File: config.mk
export PLATFORM = sky130hd
export DESIGN_NAME = dram_page_ctrl
export DESIGN_NICKNAME = d
export VERILOG_FILES = /design/src/rtl/dram_page_ctrl.sv
export SDC_FILE = /design/constraint.sdc
export NUM_CORES = 1
export LEC_CHECK = 0
export ABC_AREA = 1
export CAP_MARGIN = 30
export CELL_PAD_IN_SITES_DETAIL_PLACEMENT = 0
export CELL_PAD_IN_SITES_GLOBAL_PLACEMENT = 1
export CORE_ASPECT_RATIO = 1.4
export CORE_MARGIN = 3
export CORE_UTILIZATION = 35
export CTS_CLUSTER_DIAMETER = 100
export CTS_CLUSTER_SIZE = 30
export DETAILED_ROUTE_END_ITERATION = 8
export PLACE_DENSITY_LB_ADDON = 0.1
export SETUP_SLACK_MARGIN = 0.02
export SYNTH_ARGS = -nofsm -noshare
export SYNTH_HDL_FRONTEND = slang
export SYNTH_SLANG_ARGS = --single-unit
File: constraint.sdc
create_clock -name clk -period 2 [get_ports clk]
set_input_delay 0.2 -clock clk [delete_from_list [all_inputs] [get_ports clk]]
set_output_delay 0.2 -clock clk [all_outputs]
set_load 0.02 [all_outputs]
File: src/rtl/dram_page_ctrl.sv
module dram_page_ctrl #(
  parameter int HALF_W = 7,
  parameter int NBANK  = 4,
  parameter int T_RCD  = 2,
  parameter int T_CAS  = 2,
  parameter int T_RP   = 2,
  parameter int T_RAS  = 4,
  parameter int T_RD   = 2,
  localparam int AW = 2 * HALF_W,
  localparam int BW = (NBANK > 1) ? $clog2(NBANK) : 1
) (
  input  logic              clk,
  input  logic              rst_n,
  input  logic              req_valid,
  input  logic [AW-1:0]     req_addr,
  input  logic [BW-1:0]     req_bank,
  input  logic              req_we,
  input  logic              req_wdata,
  output logic              ready,
  output logic              rd_valid,
  output logic              rd_data,
  input  logic              ref_req,
  input  logic [HALF_W-1:0] ref_row,
  output logic              ref_gnt,
  input  logic              fault,
  output logic [HALF_W-1:0] mem_addr,
  output logic              mem_ras_n,
  output logic [NBANK-1:0]  mem_cas_n,
  output logic              mem_we_n,
  output logic              mem_dq_out,
  input  logic              mem_dq_in
);

  localparam int CW = 8;
  localparam logic [CW-1:0] RCD_L = CW'(T_RCD - 1);
  localparam logic [CW-1:0] CAS_L = CW'(T_CAS - 1);
  localparam logic [CW-1:0] RP_L  = CW'(T_RP - 1);
  localparam logic [CW-1:0] RAS_L = CW'(T_RAS - 1);
  localparam logic [CW-1:0] RD_AT = CW'(T_CAS - T_RD);

  typedef enum logic [2:0] {S_IDLE, S_PRE, S_RADR, S_RCD, S_CADR, S_COL, S_REF} st_t;

  st_t               state;
  logic [CW-1:0]     cnt;
  logic              ras_q, we_q, dq_q, open_q, pend_req, pend_ref;
  logic [NBANK-1:0]  cas_q;
  logic [HALF_W-1:0] addr_q, open_row, p_row, p_col;
  logic [BW-1:0]     p_bank;
  logic              p_we, p_data;

  wire [HALF_W-1:0] req_row = req_addr[AW-1:HALF_W];
  wire [HALF_W-1:0] req_col = req_addr[HALF_W-1:0];

  assign ready      = (state == S_IDLE) && !ref_req && !fault;
  assign mem_addr   = addr_q;
  assign mem_ras_n  = ras_q | fault;
  assign mem_cas_n  = cas_q | {NBANK{fault}};
  assign mem_we_n   = we_q | fault;
  assign mem_dq_out = dq_q;

  always_ff @(posedge clk or negedge rst_n) begin
    if (!rst_n) begin
      state <= S_IDLE;  cnt <= '0;
      ras_q <= 1'b1;    cas_q <= '1;   we_q <= 1'b1;  dq_q <= 1'b0;
      open_q <= 1'b0;   pend_req <= 1'b0; pend_ref <= 1'b0;
      addr_q <= '0;     open_row <= '0;  p_row <= '0;  p_col <= '0;
      p_bank <= '0;     p_we <= 1'b0;    p_data <= 1'b0;
      rd_valid <= 1'b0; rd_data <= 1'b0; ref_gnt <= 1'b0;
    end else begin
      rd_valid <= 1'b0;
      ref_gnt  <= 1'b0;
      if (fault) begin
        state <= S_PRE;  cnt <= RP_L;
        ras_q <= 1'b1;   cas_q <= '1;  we_q <= 1'b1;
        open_q <= 1'b0;  pend_req <= 1'b0; pend_ref <= 1'b0;
      end else begin
        case (state)
          S_IDLE: begin
            if (ref_req) begin
              pend_ref <= 1'b1;
              if (open_q) begin
                ras_q <= 1'b1; open_q <= 1'b0; cnt <= RP_L; state <= S_PRE;
              end else begin
                addr_q <= ref_row; state <= S_RADR;
              end
            end else if (req_valid) begin
              p_row <= req_row; p_col <= req_col; p_bank <= req_bank;
              p_we <= req_we;   p_data <= req_wdata;
              if (open_q && req_row == open_row) begin
                addr_q <= req_col; we_q <= !req_we; dq_q <= req_wdata;
                state <= S_CADR;
              end else if (open_q) begin
                ras_q <= 1'b1; open_q <= 1'b0; pend_req <= 1'b1;
                cnt <= RP_L;   state <= S_PRE;
              end else begin
                addr_q <= req_row; open_row <= req_row; state <= S_RADR;
              end
            end
          end
          S_PRE: begin
            if (cnt != '0) cnt <= cnt - 1'b1;
            else if (pend_ref) begin
              addr_q <= ref_row; state <= S_RADR;
            end else if (pend_req) begin
              pend_req <= 1'b0; addr_q <= p_row; open_row <= p_row;
              state <= S_RADR;
            end else state <= S_IDLE;
          end
          S_RADR: begin
            ras_q <= 1'b0;
            if (pend_ref) begin
              cnt <= RAS_L; state <= S_REF;
            end else begin
              open_q <= 1'b1; cnt <= RCD_L; state <= S_RCD;
            end
          end
          S_RCD: begin
            if (cnt != '0) cnt <= cnt - 1'b1;
            else begin
              addr_q <= p_col; we_q <= !p_we; dq_q <= p_data; state <= S_CADR;
            end
          end
          S_CADR: begin
            cas_q[p_bank] <= 1'b0; cnt <= CAS_L; state <= S_COL;
          end
          S_COL: begin
            if (!p_we && cnt == RD_AT) begin
              rd_valid <= 1'b1; rd_data <= mem_dq_in;
            end
            if (cnt != '0) cnt <= cnt - 1'b1;
            else begin
              cas_q <= '1; we_q <= 1'b1; state <= S_IDLE;
            end
          end
          S_REF: begin
            if (cnt != '0) cnt <= cnt - 1'b1;
            else begin
              ras_q <= 1'b1; pend_ref <= 1'b0; ref_gnt <= 1'b1;
              cnt <= RP_L;   state <= S_PRE;
            end
          end
          default: state <= S_IDLE;
        endcase
      end
    end
  end

  assert_one_cas_R5: assert property (@(posedge clk) disable iff (!rst_n)
    $onehot0(~mem_cas_n));
  assert_cas_under_ras_R5: assert property (@(posedge clk) disable iff (!rst_n)
    (|(~mem_cas_n)) |-> !mem_ras_n);
  assert_row_addr_hold_R1: assert property (@(posedge clk) disable iff (!rst_n)
    $fell(mem_ras_n) |-> $stable(mem_addr));
  assert_col_setup_R2: assert property (@(posedge clk) disable iff (!rst_n)
    ((|(~mem_cas_n)) && (&$past(mem_cas_n))) |-> ($stable(mem_addr) && $stable(mem_we_n) && $stable(mem_dq_out)));
  assert_gnt_closed_R8: assert property (@(posedge clk) disable iff (!rst_n)
    ref_gnt |-> (mem_ras_n && (&mem_cas_n)));
  assert_fault_quiet_R10: assert property (@(posedge clk) disable iff (!rst_n)
    $past(fault) |-> (ras_q && (&cas_q) && !rd_valid));

endmodule

==> results of run 1 <==
report_power, final:
part           switching (mW)  total, mW  internal [mW]
registers               0.351       1.96           1.61
logic                    2.36       3.87           1.51
clock network           0.442      0.945          0.503
worst min-delay path by stage:
stage / startpoint / end / slack, ps / cells after the start
final: rst_n / rd_valid$_DFF_PN0_ / 440 / 3
after global routing: rst_n / rd_data$_DFFE_PN0P_ / 470 / 3
after CTS: rst_n / mem_dq_out$_DFFE_PN0P_ / 440 / 3
after detailed placement: rst_n / rd_valid$_DFF_PN0_ / 230 / 2
after global placement: rst_n / rd_valid$_DFF_PN0_ / 240 / 2
after floorplan: rst_n / cnt[0]$_DFFE_PN0P_ / -100 / 0
state kept, by name (all words and copies together), names as in the netlist, 2 cells and up:
register	flops
cnt	8
mem_addr	7
open_row	7
p_col	7
p_row	7
cas_q	4
state	3
p_bank	2
placed cells by master, fill, tap and decap left out, drive strengths merged:
cell type / synthesis / layout
ha: 2 / 2
clkdlybuf4s50: 0 / 46
o22ai: 1 / 1
nand3b: 1 / 1
a31oi: 1 / 1
inv: 78 / 79
a32oi: 1 / 1
o32ai: 6 / 6
dlygate4sd3: 0 / 1
clkinv: 0 / 1
or2: 3 / 3
o21a: 1 / 1
xor2: 3 / 3
nand3: 41 / 41
mux2: 4 / 4
nor3: 9 / 9
nor2: 67 / 67
nand4: 7 / 7
dfstp: 6 / 6
clkbuf: 7 / 6
buf: 8 / 39
o31ai: 2 / 2
a21oi: 23 / 23
xnor2: 1 / 1
dlygate4sd2: 0 / 1
o21ai: 49 / 49
nor4: 1 / 1
nand2: 150 / 150
dfrtp: 50 / 50
a21o: 1 / 1
repair_timing:
action                     CTS  global route
pin swaps                    0             2
cloned                       0             0
hold endpoints to repair    50             0
gates resized for setup      1             5
setup endpoints to repair    1             5
hold buffers                 1             0
stage by stage:
step            util  instances
2_1_floorplan      -        523
3_3_place_gp   0.452        729
3_5_place_dp   0.452        729
4_1_cts        0.468        738
5_1_grt        0.470        738
6_report       0.470        738
area by class of cell:
cell class	instances	area share
timing repair buffer	87	0.171
clock buffer	6	0.0294
sequential	56	0.298
clock inverter	2	0.00291
multi-input combinational	374	0.401
inverter	78	0.0624
tap	135	0.0357
cell families (layout without fill, tap and decap cells):
group	count (synthesis)	count (layout)	synth area share
AOI/OAI and AO/OA	85	85	0.134
xor gates and xnor gates	4	4	0.00957
adders and majority gates	2	2	0.00683
buffers and inverters	93	173	0.103
DFF	56	56	0.385
muxes	4	4	0.0123
and+or+nand+nor	279	279	0.349
worst reg2reg max path, delay by kind of cell, from the launching register on:
family | cells | cell delay [ps]
buffers and inverters | 4 | 480
flip-flops | 1 | 450
AO/OA/AOI/OAI | 1 | 110
AND/OR/NAND/NOR | 7 | 740
metal layers:
layer  wire (um)  vias up  track usage  part of all wire
li1            -     1831            -                 -
met3         301       17       0.0253             0.027
met2        6320       61        0.382              0.57
met5           0        -            0                 0
met1        4300     1657        0.218              0.39
met4         199        0       0.0647             0.018
==> impl_results.html, run 1 <==
<table>
<tr><th>Metric</th><th>Value</th></tr>
<tr><th colspan="2">CTS</th></tr>
<tr><td>Clock tree from TritonCTS</td><td>yes</td></tr>
<tr><td>Post-CTS Setup Inserts</td><td>0</td></tr>
<tr><td>Number of sinks handled by clock tree synthesis</td><td>56</td></tr>
<tr><td>CTS max path bufs</td><td>2</td></tr>
<tr><td>Max H-tree Level</td><td>2</td></tr>
<tr><td>Worst-Skew Late Latency</td><td>310 ps</td></tr>
<tr><td>CTS clk-pin slew, worst paths</td><td>70 ps</td></tr>
<tr><td>CTS Buf Count</td><td>5</td></tr>
<tr><td>Clock root buffer master</td><td>sky130_fd_sc_hd__clkbuf_16</td></tr>
<tr><th colspan="2">Synthesis</th></tr>
<tr><td>Area fraction of the dominant cell type after synthesis</td><td>0.342</td></tr>
<tr><td>Predominant post-synthesis flop cell</td><td>sky130_fd_sc_hd__dfrtp_1</td></tr>
<tr><td>Post-synthesis register bit count</td><td>56</td></tr>
<tr><td>Synth Net Count</td><td>556</td></tr>
<tr><td>Count of flip-flops with a built-in enable after synthesis</td><td>0</td></tr>
<tr><td>Synth area leader</td><td>sky130_fd_sc_hd__dfrtp_1</td></tr>
<tr><td>Post-synth cell types</td><td>40</td></tr>
<tr><td>Cell area after synthesis</td><td>3660 um^2</td></tr>
<tr><td>Top cells by area in the synthesized netlist</td><td>sky130_fd_sc_hd__dfrtp_1 34%, sky130_fd_sc_hd__nand2_1 14%, sky130_fd_sc_hd__inv_1 6.6%</td></tr>
<tr><td>Fraction of registers with async set/reset</td><td>1.00</td></tr>
<tr><td>Post-synthesis instance total</td><td>523</td></tr>
<tr><td>Cell with the most instances after synthesis</td><td>sky130_fd_sc_hd__nand2_1</td></tr>
<tr><td>Sequential area share after synthesis</td><td>0.385</td></tr>
<tr><td>Top post-synthesis cells by count</td><td>139 x sky130_fd_sc_hd__nand2_1, 64 x sky130_fd_sc_hd__inv_1, 53 x sky130_fd_sc_hd__nor2_1</td></tr>
<tr><td>Number of synthesis warnings</td><td>0</td></tr>
<tr><td>Syn_area_per_cell</td><td>7.00 um^2</td></tr>
<tr><th colspan="2">Timing</th></tr>
<tr><td>Setup repair after global routing missed its margin</td><td>no</td></tr>
<tr><td>Worst setup skew after layout</td><td>11.3 ps</td></tr>
<tr><td>Slew at the pin closest to its max-slew limit</td><td>384 ps</td></tr>
<tr><td>Setup-violating endpoint count in the final report</td><td>0</td></tr>
<tr><td>Final hold slack</td><td>440 ps</td></tr>
<tr><td>Part of the cycle the worst path needs</td><td>0.933</td></tr>
<tr><td>Final critical-path required period</td><td>1870 ps</td></tr>
<tr><td>Final worst-path setup slack</td><td>133 ps</td></tr>
<tr><td>Fin. Hold Viols</td><td>0</td></tr>
<tr><td>Total negative setup slack</td><td>0 ps</td></tr>
<tr><td>Fmax</td><td>536 MHz</td></tr>
<tr><td>Pins Over Slew Limit</td><td>0</td></tr>
<tr><td>Rel. slew slack</td><td>0.743</td></tr>
<tr><th colspan="2">GRT</th></tr>
<tr><td>Total congestion overflow</td><td>0</td></tr>
<tr><td>Antenna violations before repair</td><td>0</td></tr>
<tr><td>Pin count of the biggest net entering global routing</td><td>57</td></tr>
<tr><td>First-pass GRT wire length</td><td>18.0 mm</td></tr>
<tr><td>Via count of the first global-routing pass</td><td>3,610</td></tr>
<tr><td>Total track usage</td><td>0.197</td></tr>
<tr><th colspan="2">Setup path</th></tr>
<tr><td>Highest-delay cell along the critical path</td><td>sky130_fd_sc_hd__dfrtp_1</td></tr>
<tr><td>Startpoint of the worst-slack reg-to-reg timing path</td><td>state[2]$_DFFE_PN0P_</td></tr>
<tr><td>Largest delay share family, worst path</td><td>flip-flops</td></tr>
<tr><td>Worst setup path category</td><td>reg -&gt; out</td></tr>
<tr><td>Critical-path cell list</td><td>nor2_4, nand2_4, nor2_2, nand2_1, inv_2, dlygate4sd2_1</td></tr>
<tr><td>Critical Path Start</td><td>state[0]$_DFFE_PN0P_</td></tr>
<tr><td>Data arrival, critical path</td><td>1670 ps</td></tr>
<tr><td>Required time reported for the critical path endpoint</td><td>1800 ps</td></tr>
<tr><td>Largest stage delay on the critical path</td><td>470 ps</td></tr>
<tr><td>Total number of cells along the worst setup path</td><td>6</td></tr>
<tr><td>Worst flop-to-flop path endpoint</td><td>mem_addr[0]$_DFFE_PN0P_</td></tr>
<tr><td>CP bufs+invs</td><td>2</td></tr>
<tr><td>Critical Path Start Type</td><td>flip-flop</td></tr>
<tr><td>Capture point of the worst path</td><td>ready</td></tr>
<tr><td>Minimum setup slack among reg-to-reg paths</td><td>160 ps</td></tr>
<tr><td>Max Fanout on Critical Path</td><td>5</td></tr>
<tr><td>Setup crit end kind</td><td>output port</td></tr>
<tr><td>Number of cells on the worst reg-to-reg path</td><td>12</td></tr>
<tr><th colspan="2">Cells and area</th></tr>
<tr><td>Area taken by multi-input logic gates</td><td>1900 um^2</td></tr>
<tr><td>Filler cell count</td><td>1,068</td></tr>
<tr><td>Total inserted antenna cells</td><td>0</td></tr>
<tr><td>Post-route cell area</td><td>4730 um^2</td></tr>
<tr><td>Total number of nets in the final design</td><td>635</td></tr>
<tr><td>Sequential Area</td><td>1410 um^2</td></tr>
<tr><td>Share of final-layout standard cells stronger than drive strength 1</td><td>0.186</td></tr>
<tr><td>Synthesis-to-finish area growth</td><td>29.2%</td></tr>
<tr><th colspan="2">Routing</th></tr>
<tr><td>Count of vias placed by the detailed router</td><td>3,566</td></tr>
<tr><td>Per-cell routed wire length</td><td>15.1 um</td></tr>
<tr><td>Detailed router's first-iteration violation count</td><td>114</td></tr>
<tr><td>Number of DRC violations after detailed routing</td><td>0</td></tr>
<tr><td>Drt total wl</td><td>11.1 mm</td></tr>
<tr><td>Number of detailed-routing iterations run before antenna repair</td><td>4</td></tr>
<tr><td>Remaining antenna violation count after routing</td><td>0</td></tr>
<tr><td>Post-detailed-route via-to-cell ratio</td><td>4.83</td></tr>
<tr><th colspan="2">Die</th></tr>
<tr><td>Number of rows created at floorplan</td><td>43</td></tr>
<tr><td>Die width</td><td>92.4 um</td></tr>
<tr><td>Initial core utilization</td><td>0.364</td></tr>
<tr><td>Top Ports</td><td>49</td></tr>
<tr><td>Die ar.</td><td>11,700 um^2</td></tr>
<tr><td>Core Area</td><td>10,100 um^2</td></tr>
<tr><td>Overall die height</td><td>127 um</td></tr>
<tr><th colspan="2">Pwr</th></tr>
<tr><td>Total chip power</td><td>6.77 mW</td></tr>
<tr><td>Peak supply drop</td><td>481 uV</td></tr>
<tr><td>Total power per unit cell area</td><td>1430 nW/um^2</td></tr>
<tr><td>Leak pwr</td><td>2.38 nW</td></tr>
<tr><th colspan="2">Placed design</th></tr>
<tr><td>Number of input and output port buffers inserted</td><td>48</td></tr>
<tr><td>Final GP Congestion</td><td>0.875</td></tr>
<tr><td>Cell area reported after detailed placement</td><td>4550 um^2</td></tr>
<tr><td>Worst setup timing slack at the placement stage</td><td>25.9 ps</td></tr>
<tr><td>HPWL after detailed placement</td><td>8.50 mm</td></tr>
<tr><th colspan="2">Hold path</th></tr>
<tr><td>Worst hold path type</td><td>in -&gt; async</td></tr>
<tr><th colspan="2">Run status</th></tr>
<tr><td>Status</td><td>finished, final reports clean</td></tr>
<tr><th colspan="2">Run</th></tr>
<tr><td>Max-cap viol count</td><td>0</td></tr>
</table>
Note: power is estimated with default switching activity, not from simulation.
==> inputs of run 2 (changes only) <==
Settings changed: ABC_AREA 1 to not set, CTS_CLUSTER_DIAMETER 100 to 40.
==> impl_results.html, run 2 <==
<table>
<tr><th>Metric</th><th>Value</th></tr>
<tr><th colspan="2">Run status</th></tr>
<tr><td>Status</td><td>finished with violations (was finished, final reports clean)</td></tr>
<tr><td>Violations in the final reports</td><td>setup timing</td></tr>
<tr><th colspan="2">Placed design</th></tr>
<tr><td>Cell area reported after detailed placement</td><td>4520 um^2 (was 4550 um^2)</td></tr>
<tr><td>HPWL after detailed placement</td><td>7.69 mm (was 8.50 mm)</td></tr>
<tr><td>Final GP Congestion</td><td>0.937 (was 0.875)</td></tr>
<tr><td>Number of input and output port buffers inserted</td><td>48 (unchanged)</td></tr>
<tr><td>Placed instance count</td><td>577 (was 729)</td></tr>
<tr><th colspan="2">Pwr</th></tr>
<tr><td>Leak pwr</td><td>2.03 nW (was 2.38 nW)</td></tr>
<tr><td>Peak supply drop</td><td>569 uV (was 481 uV)</td></tr>
<tr><td>Total chip power</td><td>6.55 mW (was 6.77 mW)</td></tr>
<tr><td>Total power per unit cell area</td><td>1330 nW/um^2 (was 1430 nW/um^2)</td></tr>
<tr><th colspan="2">Synthesis</th></tr>
<tr><td>Area fraction of the dominant cell type after synthesis</td><td>0.361 (was 0.342)</td></tr>
<tr><td>Synth area leader</td><td>sky130_fd_sc_hd__dfrtp_1 (unchanged)</td></tr>
<tr><td>Number of synthesis warnings</td><td>0 (unchanged)</td></tr>
<tr><td>Post-synth cell types</td><td>57 (was 40)</td></tr>
<tr><td>Synth Net Count</td><td>391 (was 556)</td></tr>
<tr><td>Top cells by area in the synthesized netlist</td><td>sky130_fd_sc_hd__dfrtp_1 36%, sky130_fd_sc_hd__mux2_2 13%, sky130_fd_sc_hd__dfstp_2 4.5% (was sky130_fd_sc_hd__dfrtp_1 34%, sky130_fd_sc_hd__nand2_1 14%, sky130_fd_sc_hd__inv_1 6.6%)</td></tr>
<tr><td>Top post-synthesis cells by count</td><td>50 x sky130_fd_sc_hd__dfrtp_1, 41 x sky130_fd_sc_hd__mux2_2, 32 x sky130_fd_sc_hd__nand2_1 (was 139 x sky130_fd_sc_hd__nand2_1, 64 x sky130_fd_sc_hd__inv_1, 53 x sky130_fd_sc_hd__nor2_1)</td></tr>
<tr><td>Predominant post-synthesis flop cell</td><td>sky130_fd_sc_hd__dfrtp_1 (unchanged)</td></tr>
<tr><td>Post-synthesis register bit count</td><td>56 (unchanged)</td></tr>
<tr><td>Cell area after synthesis</td><td>3470 um^2 (was 3660 um^2)</td></tr>
<tr><td>Syn_area_per_cell</td><td>9.69 um^2 (was 7.00 um^2)</td></tr>
<tr><td>Post-synthesis instance total</td><td>358 (was 523)</td></tr>
<tr><td>Cell with the most instances after synthesis</td><td>sky130_fd_sc_hd__dfrtp_1 (was sky130_fd_sc_hd__nand2_1)</td></tr>
<tr><td>Fraction of registers with async set/reset</td><td>1.00 (unchanged)</td></tr>
<tr><td>Sequential area share after synthesis</td><td>0.406 (was 0.385)</td></tr>
<tr><td>Count of flip-flops with a built-in enable after synthesis</td><td>0 (unchanged)</td></tr>
<tr><th colspan="2">Die</th></tr>
<tr><td>Top Ports</td><td>49 (unchanged)</td></tr>
<tr><td>Overall die height</td><td>124 um (was 127 um)</td></tr>
<tr><td>Die width</td><td>90.1 um (was 92.4 um)</td></tr>
<tr><td>Number of rows created at floorplan</td><td>42 (was 43)</td></tr>
<tr><td>Die ar.</td><td>11,200 um^2 (was 11,700 um^2)</td></tr>
<tr><td>Initial core utilization</td><td>0.363 (was 0.364)</td></tr>
<tr><td>Core Area</td><td>9560 um^2 (was 10,100 um^2)</td></tr>
<tr><th colspan="2">Routing</th></tr>
<tr><td>Total met2 wirelength after detailed routing</td><td>5.82 mm (was 6.32 mm)</td></tr>
<tr><td>Detailed-route wire length on metal 1</td><td>4.49 mm (was 4.30 mm)</td></tr>
<tr><td>Highest metal layer used by the detailed router</td><td>met4 (unchanged)</td></tr>
<tr><td>Detailed router's first-iteration violation count</td><td>129 (was 114)</td></tr>
<tr><td>Routed met3 length</td><td>254 um (was 301 um)</td></tr>
<tr><td>Count of vias placed by the detailed router</td><td>3,115 (was 3,566)</td></tr>
<tr><td>Number of DRC violations after detailed routing</td><td>0 (unchanged)</td></tr>
<tr><td>Post-detailed-route via-to-cell ratio</td><td>5.28 (was 4.83)</td></tr>
<tr><td>Per-cell routed wire length</td><td>18.4 um (was 15.1 um)</td></tr>
<tr><td>Remaining antenna violation count after routing</td><td>0 (unchanged)</td></tr>
<tr><td>Number of detailed-routing iterations run before antenna repair</td><td>4 (unchanged)</td></tr>
<tr><td>Drt total wl</td><td>10.8 mm (was 11.1 mm)</td></tr>
<tr><th colspan="2">Setup path</th></tr>
<tr><td>Total number of cells along the worst setup path</td><td>8 (was 6)</td></tr>
<tr><td>Setup crit end kind</td><td>flip-flop (was output port)</td></tr>
<tr><td>Max Fanout on Critical Path</td><td>7 (was 5)</td></tr>
<tr><td>Number of cells on the worst reg-to-reg path</td><td>8 (was 12)</td></tr>
<tr><td>Highest-delay cell along the critical path</td><td>sky130_fd_sc_hd__dfrtp_1 (unchanged)</td></tr>
<tr><td>Required time reported for the critical path endpoint</td><td>2190 ps (was 1800 ps)</td></tr>
<tr><td>Data arrival, critical path</td><td>2450 ps (was 1670 ps)</td></tr>
<tr><td>Largest stage delay on the critical path</td><td>400 ps (was 470 ps)</td></tr>
<tr><td>Worst setup path category</td><td>reg -&gt; reg (was reg -&gt; out)</td></tr>
<tr><td>Critical-path cell list</td><td>inv_2, ha_4, or3b_4, nor2_4, nand2_2, a2111oi_4, buf_6, mux2_4 (was nor2_4, nand2_4, nor2_2, nand2_1, inv_2, dlygate4sd2_1)</td></tr>
<tr><td>Largest delay share family, worst path</td><td>simple AND/OR/NAND/NOR gates (was flip-flops)</td></tr>
<tr><td>Critical Path Start Type</td><td>flip-flop (unchanged)</td></tr>
<tr><td>CP bufs+invs</td><td>2 (unchanged)</td></tr>
<tr><th colspan="2">Timing</th></tr>
<tr><td>Fin. Hold Viols</td><td>0 (unchanged)</td></tr>
<tr><td>Final critical-path required period</td><td>2260 ps (was 1870 ps)</td></tr>
<tr><td>Final hold slack</td><td>442 ps (was 440 ps)</td></tr>
<tr><td>Fmax</td><td>442 MHz (was 536 MHz)</td></tr>
<tr><td>Pins Over Slew Limit</td><td>0 (unchanged)</td></tr>
<tr><td>Part of the cycle the worst path needs</td><td>1.13 (was 0.933)</td></tr>
<tr><td>Rel. slew slack</td><td>0.639 (was 0.743)</td></tr>
<tr><td>Final worst-path setup slack</td><td>-263 ps (was 133 ps)</td></tr>
<tr><td>Slew at the pin closest to its max-slew limit</td><td>539 ps (was 384 ps)</td></tr>
<tr><td>Setup-violating endpoint count in the final report</td><td>25 (was 0)</td></tr>
<tr><td>Worst setup skew after layout</td><td>7.53 ps (was 11.3 ps)</td></tr>
<tr><td>Setup repair after global routing missed its margin</td><td>yes (was no)</td></tr>
<tr><th colspan="2">Cells and area</th></tr>
<tr><td>Total number of nets in the final design</td><td>490 (was 635)</td></tr>
<tr><td>Leading cell type in the layout, fill and taps excluded</td><td>sky130_fd_sc_hd__buf_4 (was sky130_fd_sc_hd__nand2_1)</td></tr>
<tr><td>Flip-flop count of the largest register after layout</td><td>8 (unchanged)</td></tr>
<tr><td>Register with the most flip-flops</td><td>cnt (unchanged)</td></tr>
<tr><td>Leading cell types in the layout, fill and taps excluded</td><td>61 x sky130_fd_sc_hd__buf_4, 50 x sky130_fd_sc_hd__dfrtp_1, 45 x sky130_fd_sc_hd__clkdlybuf4s50_1 (was 138 x sky130_fd_sc_hd__nand2_1, 64 x sky130_fd_sc_hd__inv_1, 52 x sky130_fd_sc_hd__nor2_1)</td></tr>
<tr><td>Final cell utilization of the core</td><td>0.516 (was 0.470)</td></tr>
<tr><td>Total inserted antenna cells</td><td>0 (unchanged)</td></tr>
<tr><td>Synthesis-to-finish area growth</td><td>42.4% (was 29.2%)</td></tr>
<tr><td>Post-route cell area</td><td>4940 um^2 (was 4730 um^2)</td></tr>
<tr><td>Share of final-layout standard cells stronger than drive strength 1</td><td>0.380 (was 0.186)</td></tr>
<tr><td>Cell Count, Final, Fillers Out</td><td>590 (was 738)</td></tr>
<tr><th colspan="2">Hold path</th></tr>
<tr><td>Worst hold path type</td><td>in -&gt; async (unchanged)</td></tr>
<tr><th colspan="2">CTS</th></tr>
<tr><td>Max H-tree Level</td><td>2 (unchanged)</td></tr>
<tr><td>Number of sinks handled by clock tree synthesis</td><td>56 (unchanged)</td></tr>
<tr><td>Clock root buffer master</td><td>sky130_fd_sc_hd__clkbuf_16 (unchanged)</td></tr>
<tr><td>Worst-Skew Late Latency</td><td>300 ps (was 310 ps)</td></tr>
<tr><td>Clock tree from TritonCTS</td><td>yes (unchanged)</td></tr>
<tr><td>CTS Buf Count</td><td>5 (unchanged)</td></tr>
<tr><td>CTS max path bufs</td><td>2 (unchanged)</td></tr>
<tr><td>CTS clk-pin slew, worst paths</td><td>70 ps (about the same)</td></tr>
<tr><th colspan="2">GRT</th></tr>
<tr><td>Total track usage</td><td>0.192 (was 0.197)</td></tr>
<tr><td>Total congestion overflow</td><td>0 (unchanged)</td></tr>
<tr><td>Via count of the first global-routing pass</td><td>3,157 (was 3,610)</td></tr>
<tr><td>Pin count of the biggest net entering global routing</td><td>57 (unchanged)</td></tr>
<tr><td>Antenna violations before repair</td><td>0 (unchanged)</td></tr>
<tr><td>First-pass GRT wire length</td><td>16.7 mm (was 18.0 mm)</td></tr>
<tr><th colspan="2">Run</th></tr>
<tr><td>Max-cap viol count</td><td>0 (unchanged)</td></tr>
</table>
## run 2: changes by cell type after synthesis, sizes merged, moves of 11 or more
cell    delta
nand2    -115
inv       -62
nor2      -48
mux2      +39
nand3     -35
o21ai     -28
a21oi     -14
clkbuf    +14
nor2b     +11
## run 2: layout make-up
class | count | area, um^2
fillers | 923 | 4630
multi-input cells | 261 | 2130
flip-flops and latches | 56 | 1410
repair buffers | 117 | 1030
well taps | 132 | 165
clock buffers | 5 | 125
inverters | 16 | 62.6
clock inverters | 3 | 18.8
## run 2: worst reg2reg max path, cell delays in order (launching register included)
cell and delay [ps]:
sky130_fd_sc_hd__dfrtp_1 400, sky130_fd_sc_hd__inv_2 90, sky130_fd_sc_hd__ha_4 120, sky130_fd_sc_hd__or3b_4 400
sky130_fd_sc_hd__nor2_4 190, sky130_fd_sc_hd__nand2_2 100, sky130_fd_sc_hd__a2111oi_4 350, sky130_fd_sc_hd__buf_6 200
sky130_fd_sc_hd__mux2_4 310
## run 2: cells by family after synthesis
logic type                 share of synthesized area
and+or+nand+nor                                0.177
AOI/OAI and AO/OA                              0.173
xor gates and xnor gates                      0.0202
DFF                                            0.406
adders and majority gates                    0.00721
buffers and inverters                         0.0483
muxes                                          0.168
## run 2: path summary, 6_finish.rpt
kind                                            from                      end  slack (ps)
worst max-delay path              cnt[0]$_DFFE_PN0P_  open_row[6]$_DFFE_PN0P_        -260
worst min-delay path                           rst_n       rd_valid$_DFF_PN0_         440
worst max register to register    cnt[0]$_DFFE_PN0P_  open_row[6]$_DFFE_PN0P_        -260
worst min register to register  cas_q[1]$_DFFE_PN1P_     cas_q[1]$_DFFE_PN1P_         470
max in group asynchronous                      rst_n         we_q$_DFFE_PN1P_        1240
min in group clk                cas_q[1]$_DFFE_PN1P_     cas_q[1]$_DFFE_PN1P_         470
## run 2: repair_timing
| action | CTS | global route |
|---|---|---|
| endpoints found under the hold margin | 50 | 0 |
| setup buffers | 2 | 1 |
| resized for setup | 29 | 37 |
| hold buffers | 1 | 0 |
| setup endpoints to repair | 53 | 54 |
| pin swaps | 4 | 19 |
| gates cloned | 0 | 1 |
## run 2: layer usage
layer,vias up,track usage
met5,-,0
met4,0,0.0824
met3,17,0.0242
met2,64,0.359
met1,1523,0.222
li1,1511,-
## run 2: where the power goes
group	internal [mW]	leakage [nW]	switching (mW)
Sequential	1.58	0.714	0.297
Combinational	1.93	1.25	1.85
Clock	0.464	0.0736	0.441
## run 2: stage by stage
step	worst slack, ps	TNS, ps
after floorplan	-177	-2350
after global placement	-268	-7610
after detailed placement	-261	-8140
after CTS	-220	-4030
after global routing	-356	-6750
final	-263	-4600
